## config.mk

```make
export PLATFORM = sky130hd
export DESIGN_NAME = fl_frame_pll
export DESIGN_NICKNAME = d
export VERILOG_FILES = /design/src/rtl/fl_pll_pkg.sv /design/src/rtl/fl_sync_edge.sv /design/src/rtl/fl_mod_counter.sv /design/src/rtl/fl_prescaler.sv /design/src/rtl/fl_phase_det.sv /design/src/rtl/fl_lock_mon.sv /design/src/rtl/fl_frame_pll.sv
export SDC_FILE = /design/constraint.sdc
export NUM_CORES = 1
export LEC_CHECK = 0
export BUFFER_PORTS_ARGS = -buffer_cell sky130_fd_sc_hd__buf_2
export CORE_MARGIN = 5
export CORE_UTILIZATION = 54
export DETAILED_ROUTE_END_ITERATION = 10
export PLACE_DENSITY = 0.82
export SKIP_LAST_GASP = 1
export SYNTH_ARGS = -nofsm -noshare
export SYNTH_HDL_FRONTEND = slang
export SYNTH_SLANG_ARGS = --single-unit
```

## constraint.sdc

```tcl
create_clock -name clk -period 1.57 [get_ports clk]
set_input_delay 0.314 -clock clk [delete_from_list [all_inputs] [get_ports clk]]
set_output_delay 0.314 -clock clk [all_outputs]
set_load 0.02 [all_outputs]
```

## src/rtl/fl_pll_pkg.sv

```systemverilog
`timescale 1ns/1ps
package fl_pll_pkg;
  // verdict of one frame-sync comparison
  typedef enum logic [1:0] {
    PH_ALIGNED = 2'd0,
    PH_EARLY   = 2'd1,
    PH_LATE    = 2'd2
  } phase_e;
endpackage

```

## src/rtl/fl_sync_edge.sv

```systemverilog
`timescale 1ns/1ps
module fl_sync_edge #(
  parameter int STAGES = 2
) (
  input  logic clk,
  input  logic rst,
  input  logic async_i,
  output logic rise_o
);
  // STAGES synchroniser flops plus one history flop
  logic [STAGES:0] sh_q;

  always_ff @(posedge clk) begin
    if (rst) sh_q <= '0;
    else     sh_q <= {sh_q[STAGES-1:0], async_i};
  end

  assign rise_o = sh_q[STAGES-1] & ~sh_q[STAGES];

  AST_EDGE_SINGLE: assert property (@(posedge clk) disable iff (rst)
    rise_o |=> !rise_o);
endmodule

```

## src/rtl/fl_mod_counter.sv

```systemverilog
`timescale 1ns/1ps
module fl_mod_counter #(
  parameter int MOD = 8,
  parameter int W   = (MOD > 1) ? $clog2(MOD) : 1
) (
  input  logic         clk,
  input  logic         rst,
  input  logic         inc_i,
  output logic [W-1:0] cnt_o,
  output logic         at_max_o
);
  localparam logic [W-1:0] MAXV = W'(MOD - 1);
  logic [W-1:0] cnt_q;

  always_ff @(posedge clk) begin
    if (rst)          cnt_q <= '0;
    else if (inc_i)   cnt_q <= (cnt_q == MAXV) ? '0 : cnt_q + 1'b1;
  end

  assign cnt_o    = cnt_q;
  assign at_max_o = (cnt_q == MAXV);
endmodule

```

## src/rtl/fl_prescaler.sv

```systemverilog
`timescale 1ns/1ps
module fl_prescaler #(
  parameter int DIV = 5,
  parameter int PW  = $clog2(DIV + 1)
) (
  input  logic          clk,
  input  logic          rst,
  input  logic          shorten_i,
  input  logic          stretch_i,
  output logic          tick_o,
  output logic [PW-1:0] pre_o
);
  localparam logic [PW-1:0] LAST_NOM   = PW'(DIV - 1);
  localparam logic [PW-1:0] LAST_SHORT = PW'(DIV - 2);
  localparam logic [PW-1:0] LAST_LONG  = PW'(DIV);

  logic [PW-1:0] pre_q, last_q;
  logic [1:0]    pend_q;   // {stretch, shorten}
  logic [1:0]    sel;

  assign tick_o = (pre_q == last_q);
  assign pre_o  = pre_q;

  // a held request wins; otherwise one arriving in the closing cycle is used
  always_comb sel = (pend_q != 2'b00) ? pend_q : {stretch_i, shorten_i};

  always_ff @(posedge clk) begin
    if (rst) begin
      pre_q  <= '0;
      last_q <= LAST_NOM;
      pend_q <= 2'b00;
    end else if (tick_o) begin
      pre_q  <= '0;
      pend_q <= 2'b00;
      if (sel[0])      last_q <= LAST_SHORT;
      else if (sel[1]) last_q <= LAST_LONG;
      else             last_q <= LAST_NOM;
    end else begin
      pre_q <= pre_q + 1'b1;
      if (pend_q == 2'b00) pend_q <= {stretch_i, shorten_i};
    end
  end

  AST_STEP_HELD: assert property (@(posedge clk) disable iff (rst)
    ((pend_q != 2'b00) && !tick_o) |=> (pend_q == $past(pend_q)));
endmodule

```

## src/rtl/fl_phase_det.sv

```systemverilog
`timescale 1ns/1ps
module fl_phase_det
  import fl_pll_pkg::*;
#(
  parameter int PW    = 3,
  parameter int BW    = 3,
  parameter int LW    = 5,
  parameter int LINES = 24
) (
  input  logic          clk,
  input  logic          rst,
  input  logic          rise_i,
  input  logic          tick_i,
  input  logic [PW-1:0] pre_i,
  input  logic [BW-1:0] bitn_i,
  input  logic          bitn_last_i,
  input  logic [LW-1:0] line_i,
  input  logic          line_last_i,
  output logic          vd_valid_o,
  output phase_e        vd_o
);
  localparam logic [LW-1:0] HALF = LW'(LINES / 2);

  logic   at_head, at_tail, upper;
  phase_e cls;

  assign at_head = (bitn_i == '0) && (line_i == '0) && (pre_i <= PW'(1));
  assign at_tail = bitn_last_i && line_last_i && tick_i;
  assign upper   = (line_i >= HALF);

  always_comb begin
    if (at_head || at_tail) cls = PH_ALIGNED;
    else if (upper)         cls = PH_EARLY;
    else                    cls = PH_LATE;
  end

  always_ff @(posedge clk) begin
    if (rst) begin
      vd_valid_o <= 1'b0;
      vd_o       <= PH_ALIGNED;
    end else begin
      vd_valid_o <= rise_i;
      if (rise_i) vd_o <= cls;
    end
  end

  AST_ONE_VERDICT: assert property (@(posedge clk) disable iff (rst)
    vd_valid_o |=> !vd_valid_o);
endmodule

```

## src/rtl/fl_lock_mon.sv

```systemverilog
`timescale 1ns/1ps
module fl_lock_mon
  import fl_pll_pkg::*;
#(
  parameter int HITS    = 4,
  parameter int MISSES  = 2,
  parameter int TIMEOUT = 1100
) (
  input  logic   clk,
  input  logic   rst,
  input  logic   vd_valid_i,
  input  phase_e vd_i,
  output logic   locked_o
);
  localparam int HW = $clog2(HITS + 1);
  localparam int MW = $clog2(MISSES + 1);
  localparam int TW = $clog2(TIMEOUT + 1);
  localparam logic [HW-1:0] HIT_TOP  = HW'(HITS - 1);
  localparam logic [MW-1:0] MISS_TOP = MW'(MISSES - 1);
  localparam logic [TW-1:0] TMO_TOP  = TW'(TIMEOUT - 1);

  logic [HW-1:0] hit_q;
  logic [MW-1:0] miss_q;
  logic [TW-1:0] tmo_q;

  always_ff @(posedge clk) begin
    if (rst) begin
      hit_q    <= '0;
      miss_q   <= '0;
      tmo_q    <= '0;
      locked_o <= 1'b0;
    end else if (vd_valid_i) begin
      tmo_q <= '0;
      if (vd_i == PH_ALIGNED) begin
        miss_q <= '0;
        if (hit_q >= HIT_TOP) locked_o <= 1'b1;
        else                  hit_q    <= hit_q + 1'b1;
      end else begin
        hit_q <= '0;
        if (miss_q >= MISS_TOP) locked_o <= 1'b0;
        else                    miss_q   <= miss_q + 1'b1;
      end
    end else if (tmo_q == TMO_TOP) begin
      locked_o <= 1'b0;
      hit_q    <= '0;
      miss_q   <= '0;
    end else begin
      tmo_q <= tmo_q + 1'b1;
    end
  end

  AST_LOCK_RISE: assert property (@(posedge clk) disable iff (rst)
    $rose(locked_o) |-> $past(vd_valid_i && (vd_i == PH_ALIGNED)));
  AST_LOCK_FALL: assert property (@(posedge clk) disable iff (rst)
    $fell(locked_o) |-> ($past(vd_valid_i && (vd_i != PH_ALIGNED)) ||
                         $past(!vd_valid_i && (tmo_q == TMO_TOP))));
endmodule

```

## src/rtl/fl_frame_pll.sv

```systemverilog
`timescale 1ns/1ps
module fl_frame_pll
  import fl_pll_pkg::*;
#(
  parameter int MCLK_PER_BIT    = 5,
  parameter int BITS_PER_LINE   = 8,
  parameter int LINES_PER_FRAME = 24,
  parameter int SYNC_STAGES     = 2,
  parameter int LOCK_HITS       = 4,
  parameter int LOCK_MISSES     = 2,
  parameter int SYNC_TIMEOUT    = 1100
) (
  input  logic clk,
  input  logic rst,
  input  logic fsync_i,
  output logic bit_stb_o,
  output logic line_stb_o,
  output logic frame_stb_o,
  output logic locked_o
);
  localparam int PW = $clog2(MCLK_PER_BIT + 1);
  localparam int BW = (BITS_PER_LINE > 1) ? $clog2(BITS_PER_LINE) : 1;
  localparam int LW = (LINES_PER_FRAME > 1) ? $clog2(LINES_PER_FRAME) : 1;

  logic          fs_rise, tick;
  logic [PW-1:0] pre;
  logic [BW-1:0] bitn;
  logic [LW-1:0] line;
  logic          bitn_last, line_last, bit_wrap, frm_wrap;
  logic          vd_valid;
  phase_e        vd;

  fl_sync_edge #(.STAGES(SYNC_STAGES)) u_sync (
    .clk(clk), .rst(rst), .async_i(fsync_i), .rise_o(fs_rise));

  fl_prescaler #(.DIV(MCLK_PER_BIT), .PW(PW)) u_pre (
    .clk(clk), .rst(rst),
    .shorten_i(vd_valid && (vd == PH_EARLY)),
    .stretch_i(vd_valid && (vd == PH_LATE)),
    .tick_o(tick), .pre_o(pre));

  fl_mod_counter #(.MOD(BITS_PER_LINE), .W(BW)) u_bitn (
    .clk(clk), .rst(rst), .inc_i(tick), .cnt_o(bitn), .at_max_o(bitn_last));

  assign bit_wrap = tick & bitn_last;

  fl_mod_counter #(.MOD(LINES_PER_FRAME), .W(LW)) u_line (
    .clk(clk), .rst(rst), .inc_i(bit_wrap), .cnt_o(line), .at_max_o(line_last));

  assign frm_wrap = bit_wrap & line_last;

  fl_phase_det #(.PW(PW), .BW(BW), .LW(LW), .LINES(LINES_PER_FRAME)) u_det (
    .clk(clk), .rst(rst), .rise_i(fs_rise), .tick_i(tick), .pre_i(pre),
    .bitn_i(bitn), .bitn_last_i(bitn_last), .line_i(line), .line_last_i(line_last),
    .vd_valid_o(vd_valid), .vd_o(vd));

  fl_lock_mon #(.HITS(LOCK_HITS), .MISSES(LOCK_MISSES), .TIMEOUT(SYNC_TIMEOUT)) u_lock (
    .clk(clk), .rst(rst), .vd_valid_i(vd_valid), .vd_i(vd), .locked_o(locked_o));

  // registered strobes: high in the first cycle of each new period
  always_ff @(posedge clk) begin
    if (rst) begin
      bit_stb_o   <= 1'b0;
      line_stb_o  <= 1'b0;
      frame_stb_o <= 1'b0;
    end else begin
      bit_stb_o   <= tick;
      line_stb_o  <= bit_wrap;
      frame_stb_o <= frm_wrap;
    end
  end

  AST_BIT_SINGLE: assert property (@(posedge clk) disable iff (rst)
    bit_stb_o |=> !bit_stb_o);
  AST_LINE_HAS_BIT: assert property (@(posedge clk) disable iff (rst)
    line_stb_o |-> bit_stb_o);
  AST_FRAME_HAS_LINE: assert property (@(posedge clk) disable iff (rst)
    frame_stb_o |-> (line_stb_o && bit_stb_o));
endmodule

```

=== Yosys cells after proc, flatten, opt, wreduce, memory -nomap -nowiden ===
Cells that the tools add are included.

* Register bits: 42
* Bits of input ports: 3
* Output and inout port bits: 4

* $add $sub $neg: 6
* Magnitude comparators: 4
* Equal/unequal tests: 10
* Mux-type cells: 20
* Bitwise gates (word level): 4
* Reductions and logical operators: 18

{| class="wikitable"
|+ Operators by type and width
! kind !! number
|-
| 2-to-1 mux 3 bit || 6
|-
| 2-to-1 mux 2 bit || 7
|-
| adder 11 x 1 -> 11 bit (second input constant) || 1
|-
| equality test 11 bit (second input constant) || 1
|-
| adder 3 x 1 -> 3 bit (second input constant) || 3
|-
| logical AND 1 bit || 6
|-
| 2-to-1 mux 1 bit || 6
|-
| != test 3 bit (second input constant) || 2
|-
| adder 5 x 1 -> 5 bit (second input constant) || 1
|-
| equality test 5 bit (second input constant) || 1
|-
| >= comparator 5 x 4 -> 1 bit (second input constant) || 1
|-
| logical NOT 5 bit || 1
|-
| 2-to-1 mux 5 bit || 1
|-
| logical NOT 2 bit || 2
|-
| AND reduction 2 bit || 2
|-
| nonzero test 2 bit || 2
|-
| OR reduction 2 bit || 2
|-
| AND 1 bit || 3
|-
| equality test 3 bit || 1
|-
| equality test 3 bit (second input constant) || 1
|-
| >= comparator 3 x 2 -> 1 bit (second input constant) || 1
|-
| less-or-equal comparator 3 x 1 -> 1 bit (second input constant) || 1
|-
| logical NOT 3 bit || 1
|-
| != test 3 x 1 -> 1 bit (second input constant) || 1
|-
| 8 further kinds || 8
|}

=== Longest topological paths before layout ===
* Word-level depth: 5
* Depth in mapped cells: 6
* Gate-level depth less buffers: 6

=== Modules after synthesis ===
From an unflattened synthesis, not the netlist that was laid out.

* Cells, all modules: 206
* Area, all modules: 1956.9 µm²

{| class="wikitable"
|+ By module, submodules not included
! module !! times used !! cells each !! area an instance (µm²) !! seq. area each (µm²)
|-
| fl_lock_mon || 1 || 104 || 898.4 || 340.3
|-
| fl_prescaler || 1 || 34 || 350.3 || 160.2
|-
| fl_mod_counter (u_line) || 1 || 24 || 222.7 || 100.1
|-
| fl_phase_det || 1 || 15 || 143.9 || 60.1
|-
| fl_mod_counter (u_bitn) || 1 || 13 || 141.4 || 60.1
|-
| fl_frame_pll || 1 || 9 || 112.6 || 60.1
|-
| fl_sync_edge || 1 || 7 || 87.6 || 60.1
|}

=== Worst setup path after synthesis ===
Ideal clock, no wire load.

* Path type: register to register
* Start point: reg u_bitn.cnt_q[0] (netlist: u_bitn.cnt_o[0])
* End point: reg u_line.cnt_q[4] (netlist: u_line.cnt_o[4])
* Setup time: 96 ps
* Arrival time: 1507 ps
* Setup slack: -33 ps
* Cell stages (with the launch flop): 5
* Path buffers: 0
* Clock period less this slack: 1603 ps
* Path through: dfxtp_1 -> ha_1 -> ha_1 -> or4b_4 -> o41ai_2

* Word-level cells in the longest chain between the ends: 2

{| class="wikitable"
|+ Ends and longest elaborated chain
! what !! RTL line !! text
|-
| from (decl) || fl_mod_counter.sv:13 || <nowiki>logic [W-1:0] cnt_q;</nowiki>
|-
| from (signal assigned) || fl_mod_counter.sv:17 || <nowiki>else if (inc_i) cnt_q <= (cnt_q == MAXV) ? '0 : cnt_q + 1'b1;</nowiki>
|-
| equality test 3 bit || fl_mod_counter.sv:21 || <nowiki>assign at_max_o = (cnt_q == MAXV);</nowiki>
|-
| AND 1 bit || fl_frame_pll.sv:45 || <nowiki>assign bit_wrap = tick & bitn_last;</nowiki>
|-
| to (signal assigned) || fl_mod_counter.sv:17 ||
|-
| to (decl) || fl_mod_counter.sv:13 ||
|}

Every way passes these cells.
A chain may end at the register's enable or synchronous reset.

=== Worst setup path after layout ===
* Start point: reg u_pre.last_q[1]
* End point: reg u_pre.last_q[0]

* Word-level cells in the longest chain between the ends: 1

{| class="wikitable"
|+ Ends and longest elaborated chain
! what !! RTL line !! text
|-
| from (decl) || fl_prescaler.sv:17 || <nowiki>logic [PW-1:0] pre_q, last_q;</nowiki>
|-
| from (signal assigned) || fl_prescaler.sv:30 || <nowiki>last_q <= LAST_NOM;</nowiki>
|-
| from (signal assigned) || fl_prescaler.sv:35 || <nowiki>if (sel[0]) last_q <= LAST_SHORT;</nowiki>
|-
| from (signal assigned) || fl_prescaler.sv:36 || <nowiki>else if (sel[1]) last_q <= LAST_LONG;</nowiki>
|-
| equality test 3 bit || fl_prescaler.sv:21 || <nowiki>assign tick_o = (pre_q == last_q);</nowiki>
|}

Every way passes these cells.

==> impl_metrics.yaml <==
run_status:
  status: "complete, no violations"
layout:
  finalNonFillerCells: 279
  area_growth_pct: 19.8
  utilization: 0.670
  drive_gt1_frac: 0.245
  diodes: 0
  finalInstanceArea_mm2: 0.00225
  fill_cells: 279
  nNetsFinal: 247
drt:
  drt_iter0_drc: 135
  vias_per_cell: 5.50
  wl_um: 3970
  detail-route-antenna-nets: 0
  drc: 0
  dr.pass1.iters: 4
  vias: 1535
  drt-wirelength-per-cell_um: 14.2
placement:
  placed_cell_area_mm2: 0.00208
  post-place-ws_ns: -0.0442
  place_inst: 268
  numPortBuffers: 6
  dp_hpwl_um: 2610
  place.gp.congestion: 0.798
cts:
  clk_path_buf_depth: 2
  clkSlewWorstSetupHoldPaths_ns: 0.12
  numClockSinks: 42
  htree_levels: 2
  insertion_delay_ns: 0.36
  cts_tree: "built"
  cts_root_buf: "clkbuf_4"
  numCtsBuffers: 5
  cts_hold_buf: 0
global_routing:
  grt_start_max_net_pins: 15
  antenna_found_initial: 0
  grt_first_pass_wirelength_um: 6470
  grt_usage: 0.164
  grt_pass1_vias: 1491
  overflow: 0
sta:
  min_period_ns: 1.55
  fin_setup_tns_ns: 0
  worstMarginPinSlew_ns: 0.445
  fin_worst_skew_ns: 0.0175
  fmax_mhz: 644
  hold_viol: 0
  fin_ws_ns: 0.0162
  holdWs_ns: 0.177
  fin_crit_sh: 0.990
  report.final.slew_viol_count: 0
  setup_viol: 0
  relSlewSlack: 0.703
  rsz0062_at_grt: "yes"
die:
  fp.dieW_um: 69.0
  coreArea_mm2: 0.00336
  initial_core_util: 0.560
  rows: 21
  io_pins: 7
  dieArea_mm2: 0.00477
  die_h_um: 69.0
setup_path:
  worstSetupPathType: "register to register"
  regToRegStartpoint: "u_pre.last_q[1]$_SDFFE_PP0N_"
  required_ns: 1.81
  r2r_setup_slack_ns: 0.02
  critPathArrivalTime_ns: 1.79
  regToRegEndpoint: "u_pre.last_q[0]$_SDFFE_PP0N_"
  startpoint_type: "register"
  cp_max_fo: 4
  reg2reg_depth: 4
  cp-end-kind: "register"
yosys:
  seq_area_frac_synth: 0.447
  synth_cell_types: 40
  async_flop_share: 0
  synth_top_area_frac: 0.447
  ys_ff_latch: 42
  synth_flop_cell: "dfxtp_1"
  syn-cell-area_mm2: 0.00188
  yosys_warnings: 0
  synth_nets: 219
  ys_top_cells_by_area: "dfxtp_1 (45%), ha_1 (7.3%), xor2_1 (5.6%)"
  synth_top_cell_by_area: "dfxtp_1"
  synth-edff-count: 0
  synth_area_per_cell_um2: 9.18
  syn_inst: 205
min_path:
  min_to: "u_sync.sh_q[0]$_SDFF_PP0_"
  hold_depth: 2
  hp-start: "fsync_i"
  min_path_type: "input pin to register"
power_and_ir_drop:
  powerDensity_mw_per_mm2: 1170
  fin_total_pwr_mw: 2.63
  max-vdd-ir-drop_mv: 1.06
  p_leak_nw: 0.888
flow_run:
  max_cap_viol_count: 0
## metal layers
layer | track usage | up-vias | wire, µm
met4 | 0.0586 | 0 | 91
met1 | 0.201 | 727 | 1750
met3 | 0.0494 | 12 | 194
li1 | - | 766 | -
met2 | 0.272 | 30 | 1930
met5 | 0 | - | 0
## registers in the layout, indices dropped and copies added, names as in the netlist, 2 cells and up
signal / count
u_sync.sh_q: 3
u_pre.pend_q: 2
u_lock.miss_q: 2
u_pre.last_q: 3
u_lock.hit_q: 3
u_det.vd_o: 2
u_pre.pre_o: 3
u_bitn.cnt_o: 3
u_lock.tmo_q: 11
u_line.cnt_o: 5
## cell usage after synthesis (2+ instances only)
master     n
dfxtp_1   42
a21oi_1   11
or3_1      3
nand3b_1   4
inv_1      8
nand2b_1   4
nand4_1    4
a31oi_1    2
nor2b_1    8
clkbuf_1   4
nor3_1     9
or2_2      2
ha_1      11
nand3_1    8
and4_1     2
nor2_1    23
xnor2_1    4
xor2_1    12
o21a_1     2
o21ai_0    5
nor4_1     4
nor4bb_1   2
and2_1     2
nand2_1   13
## cell type report
cell class / count / area [µm²] / area share
multi-input cells: 149 / 1050 / 0.466
flip-flops and latches: 42 / 847 / 0.376
repair buffers: 27 / 188 / 0.0832
well taps: 46 / 57.6 / 0.0255
clock buffers: 6 / 51.3 / 0.0228
clock inverters: 1 / 30.0 / 0.0133
inverters: 8 / 30.0 / 0.0133
## layout by cell type (no fill, tap or decap), types with 9 or more instances in the layout
master	n
nor2_1	23
nor3_1	9
xor2_1	11
dfxtp_1	37
a21oi_1	9
buf_4	21
nand2_1	13
## how the worst max path moves through the flow
stage,from,to,slack [ns],cells past startpoint
3_3_place_gp,u_lock.hit_q[0]$_SDFFE_PP0P_,u_lock.hit_q[2]$_SDFFE_PP0P_,0.03,6
5_1_grt,u_lock.hit_q[0]$_SDFFE_PP0P_,u_lock.hit_q[0]$_SDFFE_PP0P_,-0.03,6
2_1_floorplan,u_bitn.cnt_o[0]$_SDFFE_PP0N_,u_line.cnt_o[4]$_SDFFE_PP0P_,0.02,4
6_report,u_pre.last_q[1]$_SDFFE_PP0N_,u_pre.last_q[0]$_SDFFE_PP0N_,0.02,4
3_5_place_dp,u_lock.hit_q[1]$_SDFFE_PP0P_,u_lock.hit_q[2]$_SDFFE_PP0P_,-0.04,6
4_1_cts,u_pre.last_q[2]$_SDFFE_PP1N_,u_pre.last_q[0]$_SDFFE_PP0N_,0.005,4
## power by group
group | internal (mW) | total, mW | switching (mW)
Sequential | 1.17 | 1.25 | 0.0810
Combinational | 0.312 | 0.680 | 0.368
Clock | 0.371 | 0.705 | 0.334
Total | 1.85 | 2.63 | 0.783
## worst max-delay path: stages, from the launching register on
cell	delay, ns
dfxtp_1	0.35
xor2_2	0.20
or3_4	0.43
a2111oi_4	0.36
nor3_1	0.11
## what timing repair did
item                                   in CTS  in global routing
pin swaps                                   1                  4
setup buffers                               2                  2
gates resized for setup                     2                 14
setup endpoints to repair                   7                 19
endpoints found under the hold margin       0                  0
## cell families after synthesis
group                    count (synthesis)  share of synthesized area
XOR/XNOR                                16                     0.0745
buffers and inverters                   14                     0.0326
flip-flops                              42                      0.447
AO/OA/AOI/OAI                           27                     0.0931
multiplexers                             2                     0.0113
adder cells (fa/ha/maj)                 11                     0.0731
AND/OR/NAND/NOR                         93                      0.269
Power figures use the tool's default switching activity.
